## config.mk

```make
export PLATFORM = sky130hd
export DESIGN_NAME = rev_protect_ctrl
export DESIGN_NICKNAME = d
export VERILOG_FILES = /design/src/rtl/revprot_pkg.sv /design/src/rtl/rev_prot_decide.sv /design/src/rtl/rev_prot_store.sv /design/src/rtl/rev_protect_ctrl.sv
export SDC_FILE = /design/constraint.sdc
export NUM_CORES = 1
export LEC_CHECK = 0
export CAP_MARGIN = 20
export CORE_AREA = 5 5 46 48
export DETAILED_ROUTE_END_ITERATION = 6
export DIE_AREA = 0 0 51 53
export PLACE_DENSITY_LB_ADDON = 0.08
export SLEW_MARGIN = 25
export SYNTH_ARGS = -nofsm -noshare
export SYNTH_HDL_FRONTEND = slang
export SYNTH_SLANG_ARGS = --single-unit
export TNS_END_PERCENT = 5
```

## constraint.sdc

```tcl
create_clock -name clk -period 1.81 [get_ports clk]
set_input_delay 0.362 -clock clk [delete_from_list [all_inputs] [get_ports clk]]
set_output_delay 0.362 -clock clk [all_outputs]
set_load 0.005 [all_outputs]
```

## src/rtl/revprot_pkg.sv

```systemverilog
package revprot_pkg;

    typedef enum logic [2:0] {
        OP_READ      = 3'd0,
        OP_VERIFY    = 3'd1,
        OP_PROG      = 3'd2,
        OP_ERASE_REV = 3'd3,
        OP_LOCK      = 3'd4,
        OP_SET_RP    = 3'd5,
        OP_UNLOCK    = 3'd6,
        OP_ERASE_ALL = 3'd7
    } prot_op_e;

    // Outcome of one command: whether it is allowed and which bits it touches.
    typedef struct packed {
        logic allow;
        logic set_wp;
        logic set_rp;
        logic clr_rev;
        logic clr_all;
        logic arm;
    } prot_act_t;

    function automatic logic op_is_readout(prot_op_e op);
        return (op == OP_READ) || (op == OP_VERIFY);
    endfunction

    function automatic logic op_is_config(prot_op_e op);
        return (op == OP_LOCK) || (op == OP_SET_RP) || (op == OP_UNLOCK);
    endfunction

endpackage

```

## src/rtl/rev_prot_decide.sv

```systemverilog
module rev_prot_decide
    import revprot_pkg::*;
#(
    parameter int NUM_REV = 4,
    parameter int REV_W   = $clog2(NUM_REV)
) (
    input  prot_op_e           op,
    input  logic [REV_W-1:0]   rev,
    input  logic [NUM_REV-1:0] rp_vec,
    input  logic [NUM_REV-1:0] wp_vec,
    input  logic               armed,
    input  logic [REV_W-1:0]   arm_rev,
    output prot_act_t          act
);

    logic unlock_hit;
    assign unlock_hit = armed && (arm_rev == rev);

    always_comb begin
        act = '0;
        case (op)
            OP_READ, OP_VERIFY: act.allow = !rp_vec[rev];
            OP_PROG:            act.allow = !wp_vec[rev];
            OP_ERASE_REV: begin
                act.allow   = !wp_vec[rev] || unlock_hit;
                act.clr_rev = act.allow;
            end
            OP_LOCK: begin
                act.allow  = 1'b1;
                act.set_wp = 1'b1;
            end
            OP_SET_RP: begin
                act.allow  = 1'b1;
                act.set_rp = 1'b1;
            end
            OP_UNLOCK: begin
                act.allow = 1'b1;
                act.arm   = 1'b1;
            end
            OP_ERASE_ALL: begin
                act.allow   = (wp_vec == '0);
                act.clr_all = act.allow;
            end
            default: act = '0;
        endcase
    end

endmodule

```

## src/rtl/rev_prot_store.sv

```systemverilog
module rev_prot_store
    import revprot_pkg::*;
#(
    parameter int NUM_REV      = 4,
    parameter int REV_W        = $clog2(NUM_REV),
    parameter bit PER_REV_READ = 1'b1
) (
    input  logic               clk,
    input  logic               rst,
    input  logic               upd,
    input  logic [REV_W-1:0]   rev,
    input  prot_act_t          act,
    output logic [NUM_REV-1:0] rp_vec,
    output logic [NUM_REV-1:0] wp_vec,
    output logic               armed,
    output logic [REV_W-1:0]   arm_rev
);

    logic apply;
    assign apply = upd && act.allow;

    // Lock bits, one per revision
    always_ff @(posedge clk) begin
        if (rst) begin
            wp_vec <= '0;
        end else if (apply) begin
            if (act.set_wp)  wp_vec[rev] <= 1'b1;
            if (act.clr_rev) wp_vec[rev] <= 1'b0;
            if (act.clr_all) wp_vec      <= '0;
        end
    end

    // Unlock arming: any granted command rewrites it, denied ones keep it
    always_ff @(posedge clk) begin
        if (rst) begin
            armed   <= 1'b0;
            arm_rev <= '0;
        end else if (apply) begin
            armed <= act.arm;
            if (act.arm) arm_rev <= rev;
        end
    end

    generate
        if (PER_REV_READ) begin : g_rp_per_rev
            logic [NUM_REV-1:0] rp_q;
            always_ff @(posedge clk) begin
                if (rst) begin
                    rp_q <= '0;
                end else if (apply) begin
                    if (act.set_rp)  rp_q[rev] <= 1'b1;
                    if (act.clr_rev) rp_q[rev] <= 1'b0;
                    if (act.clr_all) rp_q      <= '0;
                end
            end
            assign rp_vec = rp_q;
        end else begin : g_rp_global
            logic rp_g;
            always_ff @(posedge clk) begin
                if (rst) begin
                    rp_g <= 1'b0;
                end else if (apply) begin
                    if (act.set_rp)  rp_g <= 1'b1;
                    if (act.clr_all) rp_g <= 1'b0;
                end
            end
            assign rp_vec = {NUM_REV{rp_g}};

            // the shared bit drops only through a granted full erase
            a_r5_global_clear_full_only: assert property (@(posedge clk) disable iff (rst)
                $fell(rp_g) |-> $past(upd && act.allow && act.clr_all));
        end
    endgenerate

    // an erase of a locked revision only passes when that revision is armed
    a_r9_locked_erase_needs_arm: assert property (@(posedge clk) disable iff (rst)
        (upd && act.allow && act.clr_rev && wp_vec[rev]) |-> (armed && arm_rev == rev));

endmodule

```

## src/rtl/rev_protect_ctrl.sv

```systemverilog
module rev_protect_ctrl
    import revprot_pkg::*;
#(
    parameter int NUM_REV      = 4,
    parameter bit PER_REV_READ = 1'b1,
    localparam int REV_W       = $clog2(NUM_REV)
) (
    input  logic               clk,
    input  logic               rst,
    input  logic               cmd_valid,
    input  logic [2:0]         cmd_op,
    input  logic [REV_W-1:0]   cmd_rev,
    output logic               grant,
    output logic               deny,
    output logic [NUM_REV-1:0] rp_vec,
    output logic [NUM_REV-1:0] wp_vec
);

    prot_op_e         op;
    prot_act_t        act;
    logic             armed;
    logic [REV_W-1:0] arm_rev;

    assign op = prot_op_e'(cmd_op);

    rev_prot_decide #(.NUM_REV(NUM_REV), .REV_W(REV_W)) u_decide (
        .op      (op),
        .rev     (cmd_rev),
        .rp_vec  (rp_vec),
        .wp_vec  (wp_vec),
        .armed   (armed),
        .arm_rev (arm_rev),
        .act     (act)
    );

    rev_prot_store #(.NUM_REV(NUM_REV), .REV_W(REV_W), .PER_REV_READ(PER_REV_READ)) u_store (
        .clk     (clk),
        .rst     (rst),
        .upd     (cmd_valid),
        .rev     (cmd_rev),
        .act     (act),
        .rp_vec  (rp_vec),
        .wp_vec  (wp_vec),
        .armed   (armed),
        .arm_rev (arm_rev)
    );

    always_ff @(posedge clk) begin
        if (rst) begin
            grant <= 1'b0;
            deny  <= 1'b0;
        end else begin
            grant <= cmd_valid &&  act.allow;
            deny  <= cmd_valid && !act.allow;
        end
    end

    a_r2_one_answer: assert property (@(posedge clk) disable iff (rst)
        cmd_valid |=> (grant ^ deny));

    a_r2_idle_quiet: assert property (@(posedge clk) disable iff (rst)
        !cmd_valid |=> (!grant && !deny));

    a_r3_protected_read_denied: assert property (@(posedge clk) disable iff (rst)
        (cmd_valid && op_is_readout(op) && rp_vec[cmd_rev]) |=> deny);

    a_r4_rp_no_write_block: assert property (@(posedge clk) disable iff (rst)
        (cmd_valid && op == OP_PROG && !wp_vec[cmd_rev]) |=> grant);

    a_r7_locked_prog_denied: assert property (@(posedge clk) disable iff (rst)
        (cmd_valid && op == OP_PROG && wp_vec[cmd_rev]) |=> deny);

    a_r10_deny_keeps_bits: assert property (@(posedge clk) disable iff (rst)
        deny |-> (wp_vec == $past(wp_vec) && rp_vec == $past(rp_vec)));

    a_r11_config_granted: assert property (@(posedge clk) disable iff (rst)
        (cmd_valid && op_is_config(op)) |=> grant);

endmodule

```

Word level (Yosys, flattened, before mapping)
Cells that the tools add are included.

word-level totals
  bits in registers = 13
  bits in latches = 0
  memory bits (writable) = 0
  ROM bits = 0
  input bits = 8
  output and inout bits = 10
  logic and storage cells = 56
  memories = 0

operators by class
  $add $sub $neg = 0
  $mul = 0
  divide/modulo/power cells = 0
  $lt $le $gt $ge = 2
  equality and inequality tests = 8
  shifts and indexed selects = 0
  multiplexer cells = 22
  bitwise gates (word level) = 5
  reduce and logical (&&, ||, !) cells = 13

operators with widths
  cell                  number
  $mux W4               10
  $eq A3 B3 Y1 const B  4
  $and A4 B4 Y4         2
  $mux W1               8
  $or A4 B4 Y4          2
  $eq A3 B2 Y1 const B  2
  $pmux W1 S5           1
  $bmux W1 S2           2
  $logic_and A1 B1 Y1   4
  $logic_not A4 Y1      1
  $not A4 Y4            1
  $eq A3 B1 Y1 const B  1
  $logic_not A1 Y1      3
  $logic_not A3 Y1      1
  $lt A2 B3 Y1 const B  1
  $reduce_or A3 Y1      1
  $demux W1 S2          1
  $eq A2 B2 Y1          1
  $ge A2 B1 Y1 const B  1
  $reduce_and A2 Y1     1
  $reduce_or A2 Y1      1
  $logic_or A1 B1 Y1    1

Logic depth before layout (Yosys ltp)
Gate-level depths: netlist of run 1.

  depth after elaboration = 11
  mapped depth = 5
  depth with buffers taken out = 4

Cells and area by module
Synthesis of run 1 repeated with hierarchy kept, for this count alone.

unflattened totals
  cells, all modules = 70
  area, all modules = 673.1 µm²

by module, submodules not included
  module            times used  cells an instance  area each (µm²)  sequential area each (µm²)
  rev_prot_store    1           44                 447.9            220.2
  rev_prot_decide   1           22                 163.9            0.0
  rev_protect_ctrl  1           4                  61.3             40.0

Least setup slack after synthesis of run 1
Ideal clock, no wire load.

  kind = in2reg
  start = input cmd_rev[0]
  end = register u_store.g_rp_per_rev.rp_q[0], in the netlist u_store.rp_vec[0]
  arrival time = 1.351 ns
  setup slack = 0.332 ns
  cell stages on the path = 5
  buffers on the path = 1
  cell sequence = buf_6 mux4_2 o31a_2 o21ai_4 a21oi_1

on the way
  word-level cells in the longest chain between the ends = 11

RTL lines
  element                                                             RTL line                                    source
  start: declaration                                                  rev_protect_ctrl.sv:12                      input logic [REV_W-1:0] cmd_rev,
  $lt A2 B3 Y1 (implied by the code) or $ge A2 B1 Y1 (tied branches)  rev_prot_store.sv:51, rev_prot_store.sv:52
  $logic_and A1 B1 Y1 (implied by the code)                           rev_prot_store.sv:51, rev_prot_store.sv:52
  $mux W1 (implied by the code)                                       rev_prot_store.sv:51, rev_prot_store.sv:52
  $demux W1 S2                                                        --
  $or A4 B4 Y4 (no source line)                                       --
  $mux W4                                                             rev_prot_store.sv:51                        if (act.set_rp) rp_q[rev] <= 1'b1;
  $mux W4                                                             rev_prot_store.sv:50                        end else if (apply) begin
  $mux W4                                                             rev_prot_store.sv:48                        if (rst) begin
  $and A4 B4 Y4 (no source line)                                      --
  $mux W4                                                             rev_prot_store.sv:52                        if (act.clr_rev) rp_q[rev] <= 1'b0;
  $mux W4                                                             rev_prot_store.sv:53                        if (act.clr_all) rp_q <= '0;
  end signal: assignment                                              rev_prot_store.sv:49                        rp_q <= '0;
  end signal: indexed assignment                                      rev_prot_store.sv:52
  end signal: assignment                                              rev_prot_store.sv:53
  end: declaration                                                    rev_prot_store.sv:46                        logic [NUM_REV-1:0] rp_q;

Parallel ways exist; a longest one is shown, timed or not. The select of a mux whose other input is x is not followed.
A chain may end at the register's enable or synchronous reset.

Worst setup path in the final report of run 1
  start = input cmd_rev[0]
  end = register u_store.g_rp_per_rev.rp_q[3], in the netlist u_store.rp_vec[3]

The elaborated chain is that of the path after synthesis.

==> metrics.md, run 1 <==
| Metric | Value |
|---|---|
| Clock transition time at the flip-flop clock pins of the worst setup and hold paths | `80 ps` |
| Detail Placement HPWL | `1.48 mm` |
| # DRC | `0` |
| Slew headroom | `68.5%` |
| Detail Route Antenna Nets | `0` |
| Synth area leader | `dfxtp_1` |
| Post-synthesis cell type count | `31` |
| Layout Area Growth over Synthesis | `39.8%` |
| CTS Root Cell | `clkbuf_4` |
| Via/cell ratio | `5.59` |
| Post-CTS Hold Fix Bufs | `0` |
| Synth cell count leaders | `17 x a21oi_1, 13 x dfxtp_1, 8 x nor2_1` |
| DIE WIDTH | `51 um` |
| RSZ-0062 raised after global routing | `false` |
| Multi-input gate area | `455 um^2` |
| Final Core Density | `62.9%` |
| N_diodes | `0` |
| Async SR Flop Fraction | `0%` |
| Post-synth EDFFs | `0` |
| F_max | `593 MHz` |
| All-Layer GR Usage | `16.8%` |
| Drt first-iter violations | `8` |
| Top cells by area, synth | `dfxtp_1 35%, a21oi_1 11%, mux2i_1 5.3%` |
| WL/cell | `13.9 um` |
| Final period utilization | `93.2%` |
| Worst IR drop on VDD | `0.000310 V` |
| Inst Count DP | `132` |
| 1st-pass router iterations | `4` |
| H-tree Lvls | `1` |
| Fillers | `149` |
| Crit path buffers/inverters | `1` |
| Pre-CTS WS | `-194 ps` |
| Tightest Hold Check Type | `flip-flop to flip-flop` |
| Total Wirelength | `1.89 mm` |
| Vias in the first global route | `715` |
| Die ar. | `2700 um^2` |
| Setup TNS | `0 ps` |
| Number of port buffers | `17` |
| Mux cell area share after synthesis | `8.32%` |
| Post-Synthesis Cells | `89` |
| Initial Util | `45.0%` |
| Max Buffers Root-to-Sink | `2` |
| Slew Limit Fails | `0` |
| Critical Path End Type | `flip-flop` |
| CTS tree | `done` |
| Yosys top cell area share | `34.6%` |
| Initial antenna violation count | `0` |
| Simple-gate share of the synthesized area | `22.6%` |
| Seq cells post-synth | `13` |
| Sequential standard cell area | `260 um^2` |
| Mapped cell area | `752 um^2` |
| Clock sink count | `13` |
| Via count | `760` |
| Startpoint Class | `input pin` |
| Post_cts resized | `0` |
| Post-CTS Repair Setup Buffers | `0` |
| CP Data Required Time | `1980 ps` |
| Die Y | `53 um` |
| CTS Buf Count | `3` |
| Main synth FF type | `dfxtp_1` |
| Share of layout cells above drive strength 1 | `19.3%` |
| Largest delay contributor family on the critical path | `buffers and inverters` |
| Worst path slowest cell | `clkdlybuf4s50_1` |
| Final hold violations | `0` |
| Core box area | `1670 um^2` |
| Grt ovf | `0` |
| Syn_nets | `97` |
| Min Tclk post-route | `1690 ps` |
| Setup Skew | `8.40 ps` |
| Most frequent cell after synthesis | `a21oi_1` |
| Post-Synth Adder-Cell Area | `0%` |
| Arrival @ worst endpoint | `1860 ps` |
| Non-filler instance count after layout | `136` |
| Global-route wire length before repair | `3.31 mm` |
| Largest net degree at the start of global routing | `12` |
| # IOs | `18` |
| Crit path largest cell delay | `500 ps` |
| Power Dens Cells | `579 nW/um^2` |
| Global placement routability congestion | `0.810` |
| Least-Margin Pin Slew | `469 ps` |
| Xor-xnor portion of the synthesized cell area | `4.66%` |
| Sequential area share after synthesis | `34.6%` |
| Worst skew pair latency | `290 ps` |
| Status | `complete, no violations` |
| Final setup violation count | `0` |
| Crit path kind | `input pin to flip-flop` |
| Final setup margin | `123 ps` |
| Avg Inst Size Synth | `8.45 um^2` |
| Max Cap Violations | `0` |
| Row cnt | `15` |
| Leakage | `0.000409 uW` |
| Worst-path cell chain | `clkdlybuf4s50_1, mux4_2, o31a_2, o21ai_4, a21oi_1` |
| Final Total Pwr | `608 uW` |
| Largest family of logic cells by synthesized area | `compound AO/OA/AOI/OAI gates` |
| Fraction of the mapped netlist area in compound gates | `25.0%` |
| Worst Path Max Fanout | `8` |
| Fin nets | `128` |
| Ys Warns | `0` |
==> final timing paths <==
check,start,endpoint,slack [ps],depth (start not counted)
worst min-delay path,u_store.rp_vec[1]$_SDFFE_PP0P_,u_store.rp_vec[1]$_SDFFE_PP0P_,530,2
worst max-delay path,cmd_rev[0],u_store.rp_vec[3]$_SDFFE_PP0P_,120,5
worst min register to register,u_store.rp_vec[1]$_SDFFE_PP0P_,u_store.rp_vec[1]$_SDFFE_PP0P_,530,2
worst max register to register,u_store.wp_vec[3]$_SDFFE_PP0P_,grant$_SDFF_PP0_,240,4
==> cell type report <==
class                           count  area share, %
Multi-Input combinational cell     69           43.3
Timing Repair Buffer               32           26.9
Clock buffer                        3           2.14
Tap cell                           17           2.02
Clock inverter                      1          0.476
Sequential cell                    13           24.8
Inverter                            1          0.357
==> metrics by stage <==
step	cell area, um^2	hold WS (ps)
floorplan	752	434
global placement	1020	515
detailed placement	1020	520
CTS	1050	531
global route	1050	558
finish	1050	531
==> per-layer routing <==
metal  vias up  wire length, um  track usage, %
li1        391                -               -
met1       351              863            19.8
met2        13              899            26.4
met3         5               91            6.76
met4         0               37            8.07
met5         -                0               0
==> worst min-delay path, delay by kind of cell, from the launching register on <==
kind / cells / cell delay, ps
flops: 1 / 330
compound gates: 2 / 160
==> cell usage in the layout, fill, tap and decap left out <==
master           instances
a21o_1                   1
a21oi_1                 17
a31oi_1                  6
a41oi_1                  1
and4_1                   1
and4b_1                  1
buf_4                   15
clkbuf_4                 3
clkdlybuf4s50_1         17
clkinv_2                 1
dfxtp_1                 13
inv_1                    1
mux2i_1                  4
mux4_2                   1
nand2_1                  3
nand2b_1                 3
nand3_1                  1
nand3b_2                 1
nand4b_1                 2
nor2_1                   8
nor2b_1                  3
nor3_1                   2
nor3b_1                  1
nor4_1                   2
nor4b_1                  1
o21ai_0                  3
o21ai_4                  1
o31a_2                   1
o31ai_1                  1
xnor2_1                  2
xor2_1                   2
==> cell families (layout without fill, tap and decap cells) <==
| family | Yosys count | in the layout |
|---|---|---|
| mux | 5 | 5 |
| compound gates | 31 | 31 |
| flops | 13 | 13 |
| xor+xnor | 4 | 4 |
| simple gates | 29 | 29 |
| buf+inv | 7 | 37 |
==> registers in the layout (all words and copies together) (netlist names) <==
signal,flops
u_store.rp_vec,4
u_store.wp_vec,4
u_store.arm_rev,2
deny,1
grant,1
u_store.armed,1
==> power breakdown <==
group | internal, uW | switching [uW] | total, uW | leakage [uW]
sequential | 292 | 5.58 | 298 | 0.000105
clock | 82.3 | 102 | 184 | 0.0000177
combinational | 66.9 | 59.1 | 126 | 0.000286
Power figures use the tool's default switching activity.
==> inputs of run 2 (changes only) <==
SKIP_LAST_GASP = 1   (was default)
==> results of run 2 <==
Same layout as run 1: the final DEF is identical, and so are final timing and power.
==> inputs of run 3 (changes only) <==
ABC_AREA = 1   (was default)
CORE_AREA = 5 5 47 49   (was 5 5 46 48)
DIE_AREA = 0 0 52 54   (was 0 0 51 53)
DONT_BUFFER_PORTS = 1   (was default)
==> run 3 against run 2 <==
  * Count of clock-buffer cells in the layout rose by 1
  * Largest cell class unchanged
  * Die area rose by 3.9%
  * Fmax rose by 7.5%
  * Global-route usage rose by 1.5 points
  * Clock skew fell by 4.0 ps
  * Final cell count rose by 32%
  * Core utilization fell by 12 points
  * Routed wire length rose by 19%
==> metrics.md, run 3 <==
| Metric | Value |
|---|---|
| Hold_sp | `rst` |
| Die Y | `54 um` |
| Largest net degree at the start of global routing | `12` |
| Startpoint Class | `flip-flop` |
| Fin nets | `162` |
| Setup TNS | `0 ps` |
| Least-Margin Pin Slew | `410 ps` |
| Worst Path Max Fanout | `6` |
| Critical Path End Type | `flip-flop` |
| Post-synthesis cell type count | `17` |
| Avg Inst Size Synth | `5.97 um^2` |
| Main synth FF type | `dfxtp_1` |
| Via count | `879` |
| Slew Limit Fails | `0` |
| Max Cap Violations | `0` |
| Most frequent cells in the layout | `33 x nand2_1, 32 x inv_1, 31 x nor2_1, 13 x dfxtp_1` |
| Number of port buffers | `0` |
| RR Startpoint | `u_store.wp_vec[3]$_SDFFE_PP0P_` |
| Clock transition time at the flip-flop clock pins of the worst setup and hold paths | `80 ps` |
| Placed cell area | `901 um^2` |
| Via/cell ratio | `4.88` |
| Max Buffers Root-to-Sink | `2` |
| Status | `complete, no violations` |
| Tightest Hold Check Type | `input pin to flip-flop` |
| # IOs | `18` |
| Hold depth | `1` |
| Setup Skew | `4.39 ps` |
| CTS Root Cell | `clkbuf_4` |
| CTS tree | `done` |
| Seq cells post-synth | `13` |
| CTS Buf Count | `3` |
| N_diodes | `0` |
| Post_cts resized | `0` |
| Post-CTS Hold Fix Bufs | `0` |
| F_max | `637 MHz` |
| Worst IR drop on VDD | `0.000459 V` |
| Power Dens Cells | `601 nW/um^2` |
| Global placement routability congestion | `0.849` |
| Ys Warns | `0` |
| H-tree Lvls | `1` |
| Final period utilization | `86.7%` |
| Clock sink count | `13` |
| Post-CTS Repair Setup Buffers | `0` |
| CP Data Required Time | `1980 ps` |
| Total Wirelength | `2.25 mm` |
| Design Area, Final | `927 um^2` |
| # DRC | `0` |
| R2r endpoint | `u_store.wp_vec[1]$_SDFFE_PP0P_` |
| Final Total Pwr | `557 uW` |
| Most frequent cell after synthesis | `nand2_1` |
| Detail Placement HPWL | `1.75 mm` |
| Sequential area share after synthesis | `28.8%` |
| Final hold violations | `0` |
| Crit. Startpoint | `u_store.wp_vec[3]$_SDFFE_PP0P_` |
| Reg-to-reg slack, setup | `240 ps` |
| Arrival @ worst endpoint | `1740 ps` |
| Async SR Flop Fraction | `0%` |
| Synth cell count leaders | `33 x nand2_1, 32 x inv_1, 31 x nor2_1` |
| Mapped cell area | `902 um^2` |
| Worst R2R Path Depth | `10` |
| Yosys top cell area share | `28.8%` |
| Leakage | `0.000440 uW` |
| Most common cell after layout, fill and taps aside | `nand2_1` |
| Row cnt | `16` |
| Drt first-iter violations | `23` |
| Worst skew pair latency | `280 ps` |
| Grt ovf | `0` |
| Post-synth EDFFs | `0` |
| Final setup violation count | `0` |
| Initial antenna violation count | `0` |
| RSZ-0062 raised after global routing | `false` |
| Vias in the first global route | `816` |
| Share of layout cells above drive strength 1 | `8.50%` |
| Global-route wire length before repair | `3.67 mm` |
| Top cells by area, synth | `dfxtp_1 29%, nand2_1 14%, inv_1 13%` |
| Non-filler instance count after layout | `180` |
| Min Tclk post-route | `1570 ps` |
| Final Core Density | `50.9%` |
| Initial Util | `49.5%` |
| Syn_nets | `159` |
| Inst Count DP | `176` |
| Fillers | `192` |
| Detail Route Antenna Nets | `0` |
| DIE WIDTH | `52 um` |
| Post-Synthesis Cells | `151` |
| Synth area leader | `dfxtp_1` |
| Core box area | `1820 um^2` |
| Hold EP | `u_store.armed$_SDFFE_PP0P_` |
| WL/cell | `12.5 um` |
| Layout Area Growth over Synthesis | `2.77%` |
| Crit path kind | `flip-flop to flip-flop` |
| Slew headroom | `72.6%` |
| All-Layer GR Usage | `18.3%` |
| Die ar. | `2810 um^2` |
| 1st-pass router iterations | `4` |
## run 3: changes by cell type after synthesis, moves of 6 or more
cell,delta
nand4_1,+8
nand3_1,+7
a21oi_1,-13
nand2_1,+30
a31oi_1,-6
nor2_1,+23
nand2_2,+6
inv_1,+31
## run 3: worst max-delay path, stage by stage (launching register included)
cell and delay [ps]:
dfxtp_1 380, nand2_1 80, nand2_1 60, nand2_2 70, nand2_2 50, nand2_2 120, nand2_2 60, nand2_2 80
nand3_1 180, o21ai_0 310, nor2_1 70
## run 3: layout make-up
class,instances,area (um^2),share of cell area (%)
timing repair buffer,2,15.0,1.62
clock buffer,4,26.3,2.83
inverter,33,124,13.4
sequential,13,260,28.1
multi-input combinational,101,468,50.5
tap,27,33.8,3.64
## run 3: cells by family after synthesis
group	synth area share, %
buffers and inverters	19.3
AND/OR/NAND/NOR	45.1
AO/OA/AOI/OAI	5.83
flip-flops	28.8
XOR/XNOR	0.971
## run 3: worst max path at each step
stage,endpoint,slack [ps],cells after the start
final,u_store.wp_vec[1]$_SDFFE_PP0P_,240,10
after global routing,u_store.rp_vec[3]$_SDFFE_PP0P_,30,10
after CTS,u_store.wp_vec[0]$_SDFFE_PP0P_,150,10
after detailed placement,u_store.rp_vec[0]$_SDFFE_PP0P_,150,11
after global placement,u_store.rp_vec[0]$_SDFFE_PP0P_,170,8
after floorplan,u_store.rp_vec[0]$_SDFFE_PP0P_,370,9
## run 3: through the flow
stage,hold WS (ps),setup slack (ps)
finish,139,241
floorplan,431,373
CTS,134,153
global route,135,26.8
detailed placement,435,147
global placement,433,170
## run 3: per-layer routing
| layer | wire length (um) | vias to the layer above | share of wire [%] | track usage, % |
|---|---|---|---|---|
| met2 | 1040 | 29 | 46 | 29.9 |
| met1 | 1010 | 386 | 45 | 22.6 |
| met3 | 162 | 4 | 7.2 | 3.88 |
| met5 | 0 | - | 0 | 0 |
| met4 | 33 | 0 | 1.5 | 9.17 |
| li1 | - | 460 | - | - |
## run 3: report_power, final
group / leakage, uW / switching [uW] / internal (uW) / total [uW]
Combinational: 0.000320 / 49.0 / 24.5 / 73.5
Clock: 0.0000150 / 102 / 85.7 / 188
Sequential: 0.000105 / 4.41 / 292 / 296
